[src/rtl/nco_cfg_pkg.sv]
// Package: shared constants and slot encoding for the oscillator
// configuration loader. Assumes a 3-bit address space of which seven
// codes name holding slots and the last code is unused.
package nco_cfg_pkg;

    localparam int unsigned ADDR_W   = 3;
    localparam int unsigned HOLD_CNT = 7;
    localparam int unsigned LD_CNT   = 5;

    // Slot codes; the numeric values are the bus addresses.
    typedef enum logic [ADDR_W-1:0] {
        SLOT_CTR_LO = 3'd0,
        SLOT_CTR_HI = 3'd1,
        SLOT_OFF_LO = 3'd2,
        SLOT_OFF_HI = 3'd3,
        SLOT_TMR_LO = 3'd4,
        SLOT_TMR_HI = 3'd5,
        SLOT_PHS    = 3'd6,
        SLOT_NONE   = 3'd7
    } slot_e;

    // Bit positions of the load enables inside the packed load vector.
    localparam int unsigned LD_CTR = 0;
    localparam int unsigned LD_OFF = 1;
    localparam int unsigned LD_TMR = 2;
    localparam int unsigned LD_ARM = 3;
    localparam int unsigned LD_PHS = 4;

endpackage

[src/rtl/cfg_addr_decode.sv]
// Module: address decoder for the holding slots.
// Produces at most one write select per cycle. Assumes cs_n and wr_n are
// synchronous to clk; addresses at or above SLOTS select nothing.
module cfg_addr_decode
    import nco_cfg_pkg::*;
#(
    parameter int unsigned AW    = ADDR_W,
    parameter int unsigned SLOTS = HOLD_CNT
) (
    input  logic             cs_n,
    input  logic             wr_n,
    input  logic [AW-1:0]    addr,
    output logic [SLOTS-1:0] wr_sel
);

    logic strobe;

    // Qualify the write: both active-low controls must be asserted.
    assign strobe = !cs_n && !wr_n;

    generate
        for (genvar s = 0; s < SLOTS; s++) begin : g_sel
            // One comparator per slot; the address code equals the slot index.
            assign wr_sel[s] = strobe && (addr == AW'(s));
        end
    endgenerate

endmodule

[src/rtl/cfg_hold_bank.sv]
// Module: bank of host-written holding registers.
// Each slot captures the data bus on a rising edge when its select is high
// and otherwise keeps its value. Assumes at most one select is high.
module cfg_hold_bank #(
    parameter int unsigned DW    = 16,
    parameter int unsigned SLOTS = 7
) (
    input  logic                       clk,
    input  logic                       rst_n,
    input  logic [SLOTS-1:0]           wr_sel,
    input  logic [DW-1:0]              wr_data,
    output logic [SLOTS-1:0][DW-1:0]   hold
);

    generate
        for (genvar s = 0; s < SLOTS; s++) begin : g_slot
            logic [DW-1:0] slot_q;

            // Capture the bus into this slot when selected.
            always_ff @(posedge clk) begin
                if (!rst_n)
                    slot_q <= '0;
                else if (wr_sel[s])
                    slot_q <= wr_data;
            end

            assign hold[s] = slot_q;
        end
    endgenerate

endmodule

[src/rtl/cfg_stage_en.sv]
// Module: first pipeline stage of the active-low load enables.
// Captures every enable once per clock; reset parks them inactive (high)
// so that no working register loads in the first cycle after reset.
module cfg_stage_en #(
    parameter int unsigned N = 5
) (
    input  logic         clk,
    input  logic         rst_n,
    input  logic [N-1:0] ld_n,
    output logic [N-1:0] ld_stg_n
);

    // Register the raw enables; inactive value on reset.
    always_ff @(posedge clk) begin
        if (!rst_n)
            ld_stg_n <= '1;
        else
            ld_stg_n <= ld_n;
    end

endmodule

[src/rtl/cfg_ctrl_reg.sv]
// Module: one working register fed from holding registers.
// Loads src on every edge while the staged enable is low, else holds.
// Assumes src is stable for the edge after the enable was staged.
module cfg_ctrl_reg #(
    parameter int unsigned W = 32
) (
    input  logic         clk,
    input  logic         rst_n,
    input  logic         ld_stg_n,
    input  logic [W-1:0] src,
    output logic [W-1:0] q
);

    // Copy the holding value while enabled.
    always_ff @(posedge clk) begin
        if (!rst_n)
            q <= '0;
        else if (!ld_stg_n)
            q <= src;
    end

endmodule

[src/rtl/nco_cfg_loader.sv]
// Module: oscillator configuration loader (top).
// Host writes land in holding slots; active-low load inputs are staged one
// edge and then gate the working registers on the next edge. Assumes all
// inputs are synchronous to clk; no clock-domain crossing is done here.
module nco_cfg_loader
    import nco_cfg_pkg::*;
#(
    parameter int unsigned DATA_W = 16
) (
    input  logic                  clk,
    input  logic                  rst_n,
    input  logic                  cs_n,
    input  logic                  wr_n,
    input  logic [ADDR_W-1:0]     addr,
    input  logic [DATA_W-1:0]     wr_data,
    input  logic                  ld_ctr_n,
    input  logic                  ld_off_n,
    input  logic                  ld_tmr_n,
    input  logic                  ld_arm_n,
    input  logic                  ld_phs_n,
    output logic [2*DATA_W-1:0]   ctr_freq,
    output logic [2*DATA_W-1:0]   off_freq,
    output logic [2*DATA_W-1:0]   tmr_ival,
    output logic [DATA_W-1:0]     phs_ofs,
    output logic                  tmr_arm
);

    localparam int unsigned WIDE_W = 2 * DATA_W;

    logic [HOLD_CNT-1:0]             wr_sel;
    logic [HOLD_CNT-1:0][DATA_W-1:0] hold;
    logic [LD_CNT-1:0]               ld_vec;
    logic [LD_CNT-1:0]               ld_stg_n;

    // Pack the load inputs by their package bit positions.
    assign ld_vec = {ld_phs_n, ld_arm_n, ld_tmr_n, ld_off_n, ld_ctr_n};

    cfg_addr_decode #(.AW(ADDR_W), .SLOTS(HOLD_CNT)) dec_i (
        .cs_n   (cs_n),
        .wr_n   (wr_n),
        .addr   (addr),
        .wr_sel (wr_sel)
    );

    cfg_hold_bank #(.DW(DATA_W), .SLOTS(HOLD_CNT)) bank_i (
        .clk     (clk),
        .rst_n   (rst_n),
        .wr_sel  (wr_sel),
        .wr_data (wr_data),
        .hold    (hold)
    );

    cfg_stage_en #(.N(LD_CNT)) stage_i (
        .clk      (clk),
        .rst_n    (rst_n),
        .ld_n     (ld_vec),
        .ld_stg_n (ld_stg_n)
    );

    cfg_ctrl_reg #(.W(WIDE_W)) ctr_i (
        .clk      (clk),
        .rst_n    (rst_n),
        .ld_stg_n (ld_stg_n[LD_CTR]),
        .src      ({hold[SLOT_CTR_HI], hold[SLOT_CTR_LO]}),
        .q        (ctr_freq)
    );

    cfg_ctrl_reg #(.W(WIDE_W)) off_i (
        .clk      (clk),
        .rst_n    (rst_n),
        .ld_stg_n (ld_stg_n[LD_OFF]),
        .src      ({hold[SLOT_OFF_HI], hold[SLOT_OFF_LO]}),
        .q        (off_freq)
    );

    cfg_ctrl_reg #(.W(WIDE_W)) tmr_i (
        .clk      (clk),
        .rst_n    (rst_n),
        .ld_stg_n (ld_stg_n[LD_TMR]),
        .src      ({hold[SLOT_TMR_HI], hold[SLOT_TMR_LO]}),
        .q        (tmr_ival)
    );

    cfg_ctrl_reg #(.W(DATA_W)) phs_i (
        .clk      (clk),
        .rst_n    (rst_n),
        .ld_stg_n (ld_stg_n[LD_PHS]),
        .src      (hold[SLOT_PHS]),
        .q        (phs_ofs)
    );

    // Second stage of the arm request: follows the staged enable, inverted.
    always_ff @(posedge clk) begin
        if (!rst_n)
            tmr_arm <= 1'b0;
        else
            tmr_arm <= !ld_stg_n[LD_ARM];
    end

endmodule


[config.mk]
export PLATFORM = sky130hd
export DESIGN_NAME = nco_cfg_loader
export DESIGN_NICKNAME = d
export VERILOG_FILES = /design/src/rtl/nco_cfg_pkg.sv /design/src/rtl/cfg_addr_decode.sv /design/src/rtl/cfg_hold_bank.sv /design/src/rtl/cfg_stage_en.sv /design/src/rtl/cfg_ctrl_reg.sv /design/src/rtl/nco_cfg_loader.sv
export SDC_FILE = /design/constraint.sdc
export NUM_CORES = 1
export LEC_CHECK = 0
export ABC_AREA = 1
export BUFFER_PORTS_ARGS = -buffer_cell sky130_fd_sc_hd__buf_2
export CAP_MARGIN = 5
export CORE_MARGIN = 1.5
export CORE_UTILIZATION = 45
export DETAILED_ROUTE_END_ITERATION = 8
export GPL_TIMING_DRIVEN = 1
export HOLD_SLACK_MARGIN = 0.05
export PLACE_DENSITY_LB_ADDON = 0.12
export SLEW_MARGIN = 20
export SYNTH_ARGS = -nofsm -noshare
export SYNTH_HDL_FRONTEND = slang
export SYNTH_SLANG_ARGS = --single-unit
[constraint.sdc]
create_clock -name clk -period 1.5 [get_ports clk]
set_clock_uncertainty 0.15 [all_clocks]
set_input_delay 0.15 -clock clk [delete_from_list [all_inputs] [get_ports clk]]
set_output_delay 0.15 -clock clk [all_outputs]
set_load 0.02 [all_outputs]
# Yosys cells after proc, flatten, opt, wreduce, memory -nomap -nowiden
# Index checks and enable logic that the tools add are counted.
dict set report word_totals {
  word_cells 31
  regBits 230
}
dict set report classes {
  eq_ne 6
  reduce_logical 12
}
# op count
set op_table {}
lappend op_table {{$eq 3x3->1 const B} 3}
lappend op_table {{$logic_and 1x1->1} 8}
lappend op_table {{$eq 3x2->1 const B} 2}
lappend op_table {{$eq 3x1->1 const B} 1}
lappend op_table {{$logic_not 1->1} 3}
lappend op_table {{$logic_not 3->1} 1}

# Longest topological paths before layout
# Gate-level depths: netlist of the first run.
dict set report logic_depth {
  ltp_word 3
  depth_mapped 7
}

# Hierarchy
# From an unflattened synthesis of the first run, not the netlist that was laid out.
dict set report unflattened {
  cells_unflattened 1351
  hier_area_um2 9080.0
}
# mod instances area_each_um2 cells_per_inst seq_area_each_um2
set by_module_without_submodules {}
lappend by_module_without_submodules {cfg_hold_bank 1 4166.5 609 2242.2}
lappend by_module_without_submodules {{cfg_ctrl_reg at ctr_i ...} 3 1335.0 202 640.6}
lappend by_module_without_submodules {{cfg_ctrl_reg at phs_i} 1 674.4 101 320.3}
lappend by_module_without_submodules {cfg_stage_en 1 137.6 15 100.1}
lappend by_module_without_submodules {cfg_addr_decode 1 66.3 17 0.0}
lappend by_module_without_submodules {nco_cfg_loader 1 30.0 3 20.0}

# Worst setup path before layout of the first run
# No wires, ideal clock.
dict set report synth_timing {
  kind {register to register}
  from {register stage_i.ld_stg_n[2]}
  to {register tmr_i.q[10]}
  path_stages_with_launch 5
  arrival_ns 0.996
  slack_ns 0.222
  t_required_ns 1.217
  period_less_slack_ns 1.278
  cell_sequence {dfxtp_1 inv_1 clkbuf_1 clkbuf_1 a21oi_1}
}
# element line
set synth_lines {}
lappend synth_lines {{start: declaration} cfg_stage_en.sv:10} ;# output logic [N-1:0] ld_stg_n
lappend synth_lines {{start signal: assignment} cfg_stage_en.sv:18} ;# ld_stg_n <= ld_n;
lappend synth_lines {{end signal: assignment} cfg_ctrl_reg.sv:19} ;# q <= src;
lappend synth_lines {{end: declaration} cfg_ctrl_reg.sv:11} ;# output logic [W-1:0] q
# No word-level cell between the ends.

# Worst setup path in the final report of the first run
dict set report layout_timing {
  from {input cs_n}
  to {register bank_i.g_slot[0].slot_q[8]}
}
dict set report layout_via {
  elab_chain_cells 3
}
# element line
set layout_rtl {}
lappend layout_rtl {{start: declaration} nco_cfg_loader.sv:12} ;# input logic cs_n,
lappend layout_rtl {{$logic_not 1->1} cfg_addr_decode.sv:19} ;# assign strobe = !cs_n && !wr_n;
lappend layout_rtl {{$logic_and 1x1->1} cfg_addr_decode.sv:19}
lappend layout_rtl {{$logic_and 1x1->1} cfg_addr_decode.sv:24} ;# assign wr_sel[s] = strobe && (addr == AW'(s));
lappend layout_rtl {{end signal: assignment} cfg_hold_bank.sv:24} ;# slot_q <= wr_data;
lappend layout_rtl {{end: declaration} cfg_hold_bank.sv:17} ;# logic [DW-1:0] slot_q;
# No other way between the ends.
# A chain may end at the register's enable or synchronous reset.

==> results of run 1 <==
flip-flops by register name, summed over array words and instances, names as in the netlist:
signal	flops
phs_i.q	16
ctr_i.q	32
tmr_i.q	32
tmr_arm	1
bank_i.g_slot.slot_q	112
off_i.q	32
stage_i.ld_stg_n	5
critical path: stages:
cell and delay, ns:
sky130_fd_sc_hd__dlygate4sd3_1 0.53, sky130_fd_sc_hd__buf_2 0.13, sky130_fd_sc_hd__nor2_4 0.23, sky130_fd_sc_hd__buf_12 0.16, sky130_fd_sc_hd__buf_4 0.21, sky130_fd_sc_hd__nand4_1 0.12, sky130_fd_sc_hd__nand2_1 0.10, sky130_fd_sc_hd__nor2_1 0.04
path summary, 6_finish.rpt:
check	startpoint	end	slack, ns
setup reg to reg	stage_i.ld_stg_n[4]$_SDFF_PN1_	phs_i.q[1]$_SDFFE_PN0N_	0.26
hold reg to reg	stage_i.ld_stg_n[3]$_SDFF_PN1_	tmr_arm$_SDFF_PN0_	0.23
hold / removal	wr_data[4]	bank_i.g_slot[6].slot_q[4]$_SDFFE_PN0P_	0.05
setup / recovery	cs_n	bank_i.g_slot[0].slot_q[8]$_SDFFE_PN0P_	0.06
layout by cell type (no fill, tap or decap):
cell type,instances
sky130_fd_sc_hd__clkbuf_16,25
sky130_fd_sc_hd__buf_12,15
sky130_fd_sc_hd__a21oi_1,48
sky130_fd_sc_hd__o21ai_0,112
sky130_fd_sc_hd__nor2_1,337
sky130_fd_sc_hd__buf_6,2
sky130_fd_sc_hd__nand4_1,96
sky130_fd_sc_hd__inv_2,1
sky130_fd_sc_hd__nor2_2,3
sky130_fd_sc_hd__nand3_2,1
sky130_fd_sc_hd__nor2_4,6
sky130_fd_sc_hd__inv_1,86
sky130_fd_sc_hd__clkinv_2,2
sky130_fd_sc_hd__clkbuf_1,5
sky130_fd_sc_hd__buf_2,139
sky130_fd_sc_hd__dlygate4sd3_1,12
sky130_fd_sc_hd__nand3_1,16
sky130_fd_sc_hd__dfxtp_2,1
sky130_fd_sc_hd__clkbuf_8,8
sky130_fd_sc_hd__clkinv_4,3
sky130_fd_sc_hd__nand3_4,1
sky130_fd_sc_hd__or2_2,5
sky130_fd_sc_hd__nand2_1,149
sky130_fd_sc_hd__clkinvlp_4,1
sky130_fd_sc_hd__dfxtp_1,229
sky130_fd_sc_hd__buf_4,28
synthesized netlist by cell type:
library cell               number
sky130_fd_sc_hd__nor2_4         6
sky130_fd_sc_hd__o21ai_0      112
sky130_fd_sc_hd__nand3_2        2
sky130_fd_sc_hd__or2_2          5
sky130_fd_sc_hd__nand4_1       96
sky130_fd_sc_hd__nand2_1      149
sky130_fd_sc_hd__buf_4          7
sky130_fd_sc_hd__clkbuf_1      33
sky130_fd_sc_hd__nor2_1       338
sky130_fd_sc_hd__dfxtp_1      230
sky130_fd_sc_hd__nor2_2         2
sky130_fd_sc_hd__buf_1         10
sky130_fd_sc_hd__a21oi_1       48
sky130_fd_sc_hd__inv_2          1
sky130_fd_sc_hd__inv_1         87
sky130_fd_sc_hd__nand3_1       16
sky130_fd_sc_hd__buf_2         38
what timing repair did:
action / CTS / global route
buffers inserted: 0 / 4
gates resized for setup: 0 / 4
hold buffers: 12 / 0
hold endpoints to repair: 144 / 0
setup endpoints to repair: 0 / 78
cell type report:
type	instances	area, µm²	area share
clock buffer	38	754	0.0695
clock inverter	5	36.3	0.00334
inverter	88	334	0.0308
timing repair buffer	196	1350	0.124
sequential	230	4610	0.424
tap	260	325	0.0300
multi-input combinational	774	3450	0.318
metal layers:
layer | vias to the layer above | track usage | routed length (µm)
li1 | 4051 | - | -
met1 | 3496 | 0.307 | 10400
met2 | 197 | 0.354 | 10500
met3 | 34 | 0.0305 | 1300
met4 | 0 | 0.0651 | 443
met5 | - | 0 | 0
where the power goes:
group / leakage, nW / total (mW) / internal (mW) / switching, mW
Combinational: 2.62 / 1.48 / 0.502 / 0.980
Clock: 0.392 / 5.84 / 3.45 / 2.39
Sequential: 1.88 / 6.48 / 6.36 / 0.118
cell families after synthesis:
kind of cell	synth area share
simple gates	0.301
buf+inv	0.0837
flops	0.524
compound gates	0.0912
stage by stage:
| step | worst slack [ns] | power, mW | utilization |
|---|---|---|---|
| floorplan | 0.222 | 7.54 | - |
| global placement | 0.0762 | 8.04 | 0.522 |
| detailed placement | 0.0371 | 8.06 | 0.522 |
| CTS | 0.0139 | 13.9 | 0.570 |
| global route | 0.00168 | 14.4 | 0.575 |
| finish | 0.0615 | 13.8 | 0.575 |
==> flow_summary.toml, run 1 <==
[status]
outcome = "finished, final reports clean"

[global_routing]
antenna_violations_before_repair = 0
number_of_global_route_vias_before_repair = 6880
grt.total_usage = 0.220
grt_first_pass_wirelength_um = 35700
grt_overflow = 0
grt_start_max_net_pins = 48

[routing]
firstDrtPassIters = 5
drt-initial-drc-count = 542
remaining_number_of_nets_flagged_by_the_antenna_check_after_routing = 0
drc_violations = 0
via_per_inst = 4.89
via_count = 7778
wl_um = 22600
route.detailed.wl_per_inst_um = 14.2

[timing]
finalMaxSlewViolations = 0
finalSetupViolations = 0
final.setup.tns_ns = 0
post-route-period-util = 0.959
highest_clock_rate_mhz = 695
final.hold.worst_slack_ns = 0.0498
grt_setup_unrepaired = "no"
finalWorstPathRequiredPeriod_ns = 1.44
finalHoldViolCount = 0
max_slew_margin = 0.632
worst_slew_pin_slew_ns = 0.551

[logic_synthesis]
yosysWarningCount = 0
netlist_instances = 1180
ys_ff_latch = 230
post-synth-top-area-fraction = 0.524
yosysUniqueCellTypes = 17
postSynthAreaPerCell_um2 = 7.44
yosysSeqAreaShare = 0.524
yosysTopAreaCell = "sky130_fd_sc_hd__dfxtp_1"
ys_top_cells_by_area = "sky130_fd_sc_hd__dfxtp_1 52%, sky130_fd_sc_hd__nor2_1 14%, sky130_fd_sc_hd__nand4_1 6.8%, sky130_fd_sc_hd__o21ai_0 6.4%, sky130_fd_sc_hd__nand2_1 6.4%"
synth.net_count = 1208
syn_area_um2 = 8780

[placed_design]
place.detailed.instances = 1532
postPlaceCellArea_um2 = 9860
io_buffer_count = 140
place_congestion = 0.821
place.detailed.hpwl_um = 14500

[worst_hold_path]
worst_hold_path_type = "input port to flop"
hold_depth = 5

[cts]
cts.htree.levels = 1
cts_root_buf = "sky130_fd_sc_hd__clkbuf_16"
cts_num_sinks = 230
clk_transition_reported_paths_ns = 0.06
clock_tree.buffer_depth = 3
cts_made_buffers = 25
clkLatencyLatePin_ns = 0.51
tritoncts = "yes"

[power]
power_density_nw_per_um2 = 1270
vdd_ir_drop_max_uv = 739
power.leakage_nw = 4.89

[floorplanning]
boundaryPins = 141
fp.coreArea_um2 = 18900
initial_core_util = 0.465
die_y_um = 143
floorplan.rows = 50
die_width_um = 143
fp.dieArea_um2 = 20400

[worst_setup_path]
rr_worst_depth = 4
critPathRequiredTime_ns = 1.75
critical_path.endpoint_type = "flop"
crit_fanout = 18
critical_path_arrival_ns = 1.69
crit_type = "input port to flop"
start_kind = "input port"

[cells_and_area]
antenna_cells_inserted = 0
fin_nets = 1343
finish.cell_count_without_fillers = 1591
filler_cell_count_in_the_final_layout = 1856
fin_area_um2 = 10900
drive_gt1_frac = 0.181
area.growth.synth_to_final_pct = 23.6

[flow_run]
max-cap-violations = 0
(Power assumes the default switching activity.)
==> inputs of run 2 (changes only) <==
--- a/config.mk
+++ b/config.mk
@@ -9,11 +9,12 @@
 export BUFFER_PORTS_ARGS = -buffer_cell sky130_fd_sc_hd__buf_2
 export CAP_MARGIN = 5
 export CORE_MARGIN = 1.5
-export CORE_UTILIZATION = 45
+export CORE_UTILIZATION = 40
 export DETAILED_ROUTE_END_ITERATION = 8
 export GPL_TIMING_DRIVEN = 1
 export HOLD_SLACK_MARGIN = 0.05
 export PLACE_DENSITY_LB_ADDON = 0.12
+export RECOVER_POWER = 50
 export SLEW_MARGIN = 20
 export SYNTH_ARGS = -nofsm -noshare
 export SYNTH_HDL_FRONTEND = slang
==> flow_summary.toml, run 2 (synthesized netlist as in run 1, its figures left out) <==
[routing]
firstDrtPassIters = 5
routed-wl-met2_um = 10500
via_count = 7834
drt-initial-drc-count = 486
remaining_number_of_nets_flagged_by_the_antenna_check_after_routing = 0
route.detailed.wl_per_inst_um = 14.5
route.layer.met1.wl_um = 11200
via_per_inst = 4.84
wl_met3_um = 1170
drc_violations = 0
wl_um = 23400
maxUsedRoutingLayer = "met4"

[global_routing]
grt.total_usage = 0.203
grt_first_pass_wirelength_um = 36500
antenna_violations_before_repair = 0
grt_start_max_net_pins = 57
number_of_global_route_vias_before_repair = 6736
grt_overflow = 0

[cells_and_area]
fin_nets = 1348
fin_area_um2 = 10800
area.growth.synth_to_final_pct = 23.4
drive_gt1_frac = 0.171
mostFrequentLayoutCell = "sky130_fd_sc_hd__nor2_1"
largest_reg_flops = 112
finish.cell_count_without_fillers = 1617
layout.core_utilization = 0.500
antenna_cells_inserted = 0
registers.top_by_ff_count = "bank_i.g_slot.slot_q"
most_used_cells_in_the_layout_excluding_fill_and_tap_cells = "338 x sky130_fd_sc_hd__nor2_1, 228 x sky130_fd_sc_hd__dfxtp_1, 149 x sky130_fd_sc_hd__nand2_1, 136 x sky130_fd_sc_hd__buf_2, 112 x sky130_fd_sc_hd__o21ai_0"

[cts]
cts_made_buffers = 24
clkLatencyLatePin_ns = 0.51
cts_num_sinks = 230
clk_transition_reported_paths_ns = 0.06
cts.htree.levels = 1
tritoncts = "yes"
clock_tree.buffer_depth = 3
cts_root_buf = "sky130_fd_sc_hd__clkbuf_16"

[placed_design]
place_congestion = 0.776
postPlaceCellArea_um2 = 9920
placement.setup.worst_slack_ns = 0.0824
place.detailed.instances = 1553
io_buffer_count = 140
place.detailed.hpwl_um = 15100

[power]
switching_power_mw = 3.45
power.leakage_nw = 4.85
p_int_mw = 10.2
post-layout-total-power_mw = 13.6
clkPwrFrac = 0.415
vdd_ir_drop_max_uv = 848
power.sequential.fraction = 0.476
swShare = 0.253
power_density_nw_per_um2 = 1260
p_comb_frac = 0.108

[worst_setup_path]
cp_common_cell = "sky130_fd_sc_hd__dlygate4sd3_1"
crit_path_max_incr_delay_ns = 0.56
critical_path_arrival_ns = 1.71
critPathRequiredTime_ns = 1.81
rr_worst_depth = 4
critical_path.endpoint_type = "flop"
crit_path_top_delay_cell = "sky130_fd_sc_hd__dlygate4sd3_1"
crit_chain = "dlygate4sd3_1, buf_6, nand2_1, dlygate4sd3_1, nor2_1"
start_kind = "input port"
crit_fanout = 30
crit_type = "input port to flop"

[worst_hold_path]
worst_hold_path_type = "input port to flop"
hold_depth = 6

[floorplanning]
initial_core_util = 0.405
fp.coreArea_um2 = 21700
fp.dieArea_um2 = 22800
die_y_um = 151
floorplan.rows = 54
boundaryPins = 141
die_width_um = 151

[timing]
finalHoldViolCount = 0
finalSetupViolations = 0
final.hold.worst_slack_ns = 0.0243
final.setup.tns_ns = 0
post-route-period-util = 0.934
finalMaxSlewViolations = 0
finalWorstPathRequiredPeriod_ns = 1.40
final_critical_path_setup_slack_ns = 0.0983
worst_slew_pin_slew_ns = 0.715
highest_clock_rate_mhz = 713
max_slew_margin = 0.524
grt_setup_unrepaired = "no"

[flow_run]
max-cap-violations = 0

[status]
outcome = "finished, final reports clean"
==> run 2: path summary, 6_finish.rpt <==
path                                  start                                  endpoint  slack, ns
max reg2reg  stage_i.ld_stg_n[1]$_SDFF_PN1_                  off_i.q[24]$_SDFFE_PN0N_       0.19
min reg2reg  stage_i.ld_stg_n[3]$_SDFF_PN1_                        tmr_arm$_SDFF_PN0_       0.23
max                                   rst_n  bank_i.g_slot[6].slot_q[11]$_SDFFE_PN0P_        0.1
min                                    cs_n  bank_i.g_slot[6].slot_q[15]$_SDFFE_PN0P_       0.02
==> run 2: critical path, delay by kind of cell <==
kind                   cells  cell delay (ns)
and+or+nand+nor            2             0.15
buffers and inverters      3             1.38
==> run 2: power groups by stage <==
stage / Combinational [mW] / Clock [mW] / Sequential, mW
3_5_place_dp: 1.45 / 0 / 6.62
3_3_place_gp: 1.43 / 0 / 6.62
2_1_floorplan: 0.726 / 0 / 6.81
5_1_grt: 1.63 / 6.04 / 6.51
6_report: 1.47 / 5.66 / 6.48
4_1_cts: 1.49 / 5.81 / 6.49
==> run 2: repair_timing <==
action | CTS | global route
setup buffers | 0 | 1
hold buffers | 21 | 0
endpoints found under the setup margin | 0 | 39
resized for setup | 0 | 3
hold endpoints to repair | 132 | 0
==> run 2: final cells by class <==
cell class | count | area, µm²
Clock buffer | 40 | 732
Clock inverter | 3 | 18.8
Fill cell | 2214 | 10900
Inverter | 88 | 334
Multi-Input combinational cell | 774 | 3430
Sequential cell | 230 | 4610
Tap cell | 280 | 350
Timing Repair Buffer | 202 | 1360
==> run 2: metal layers <==
| layer | global-route usage | up-vias |
|---|---|---|
| li1 | - | 4069 |
| met1 | 0.296 | 3543 |
| met2 | 0.313 | 186 |
| met3 | 0.0295 | 36 |
| met4 | 0.0573 | 0 |
| met5 | 0 | - |
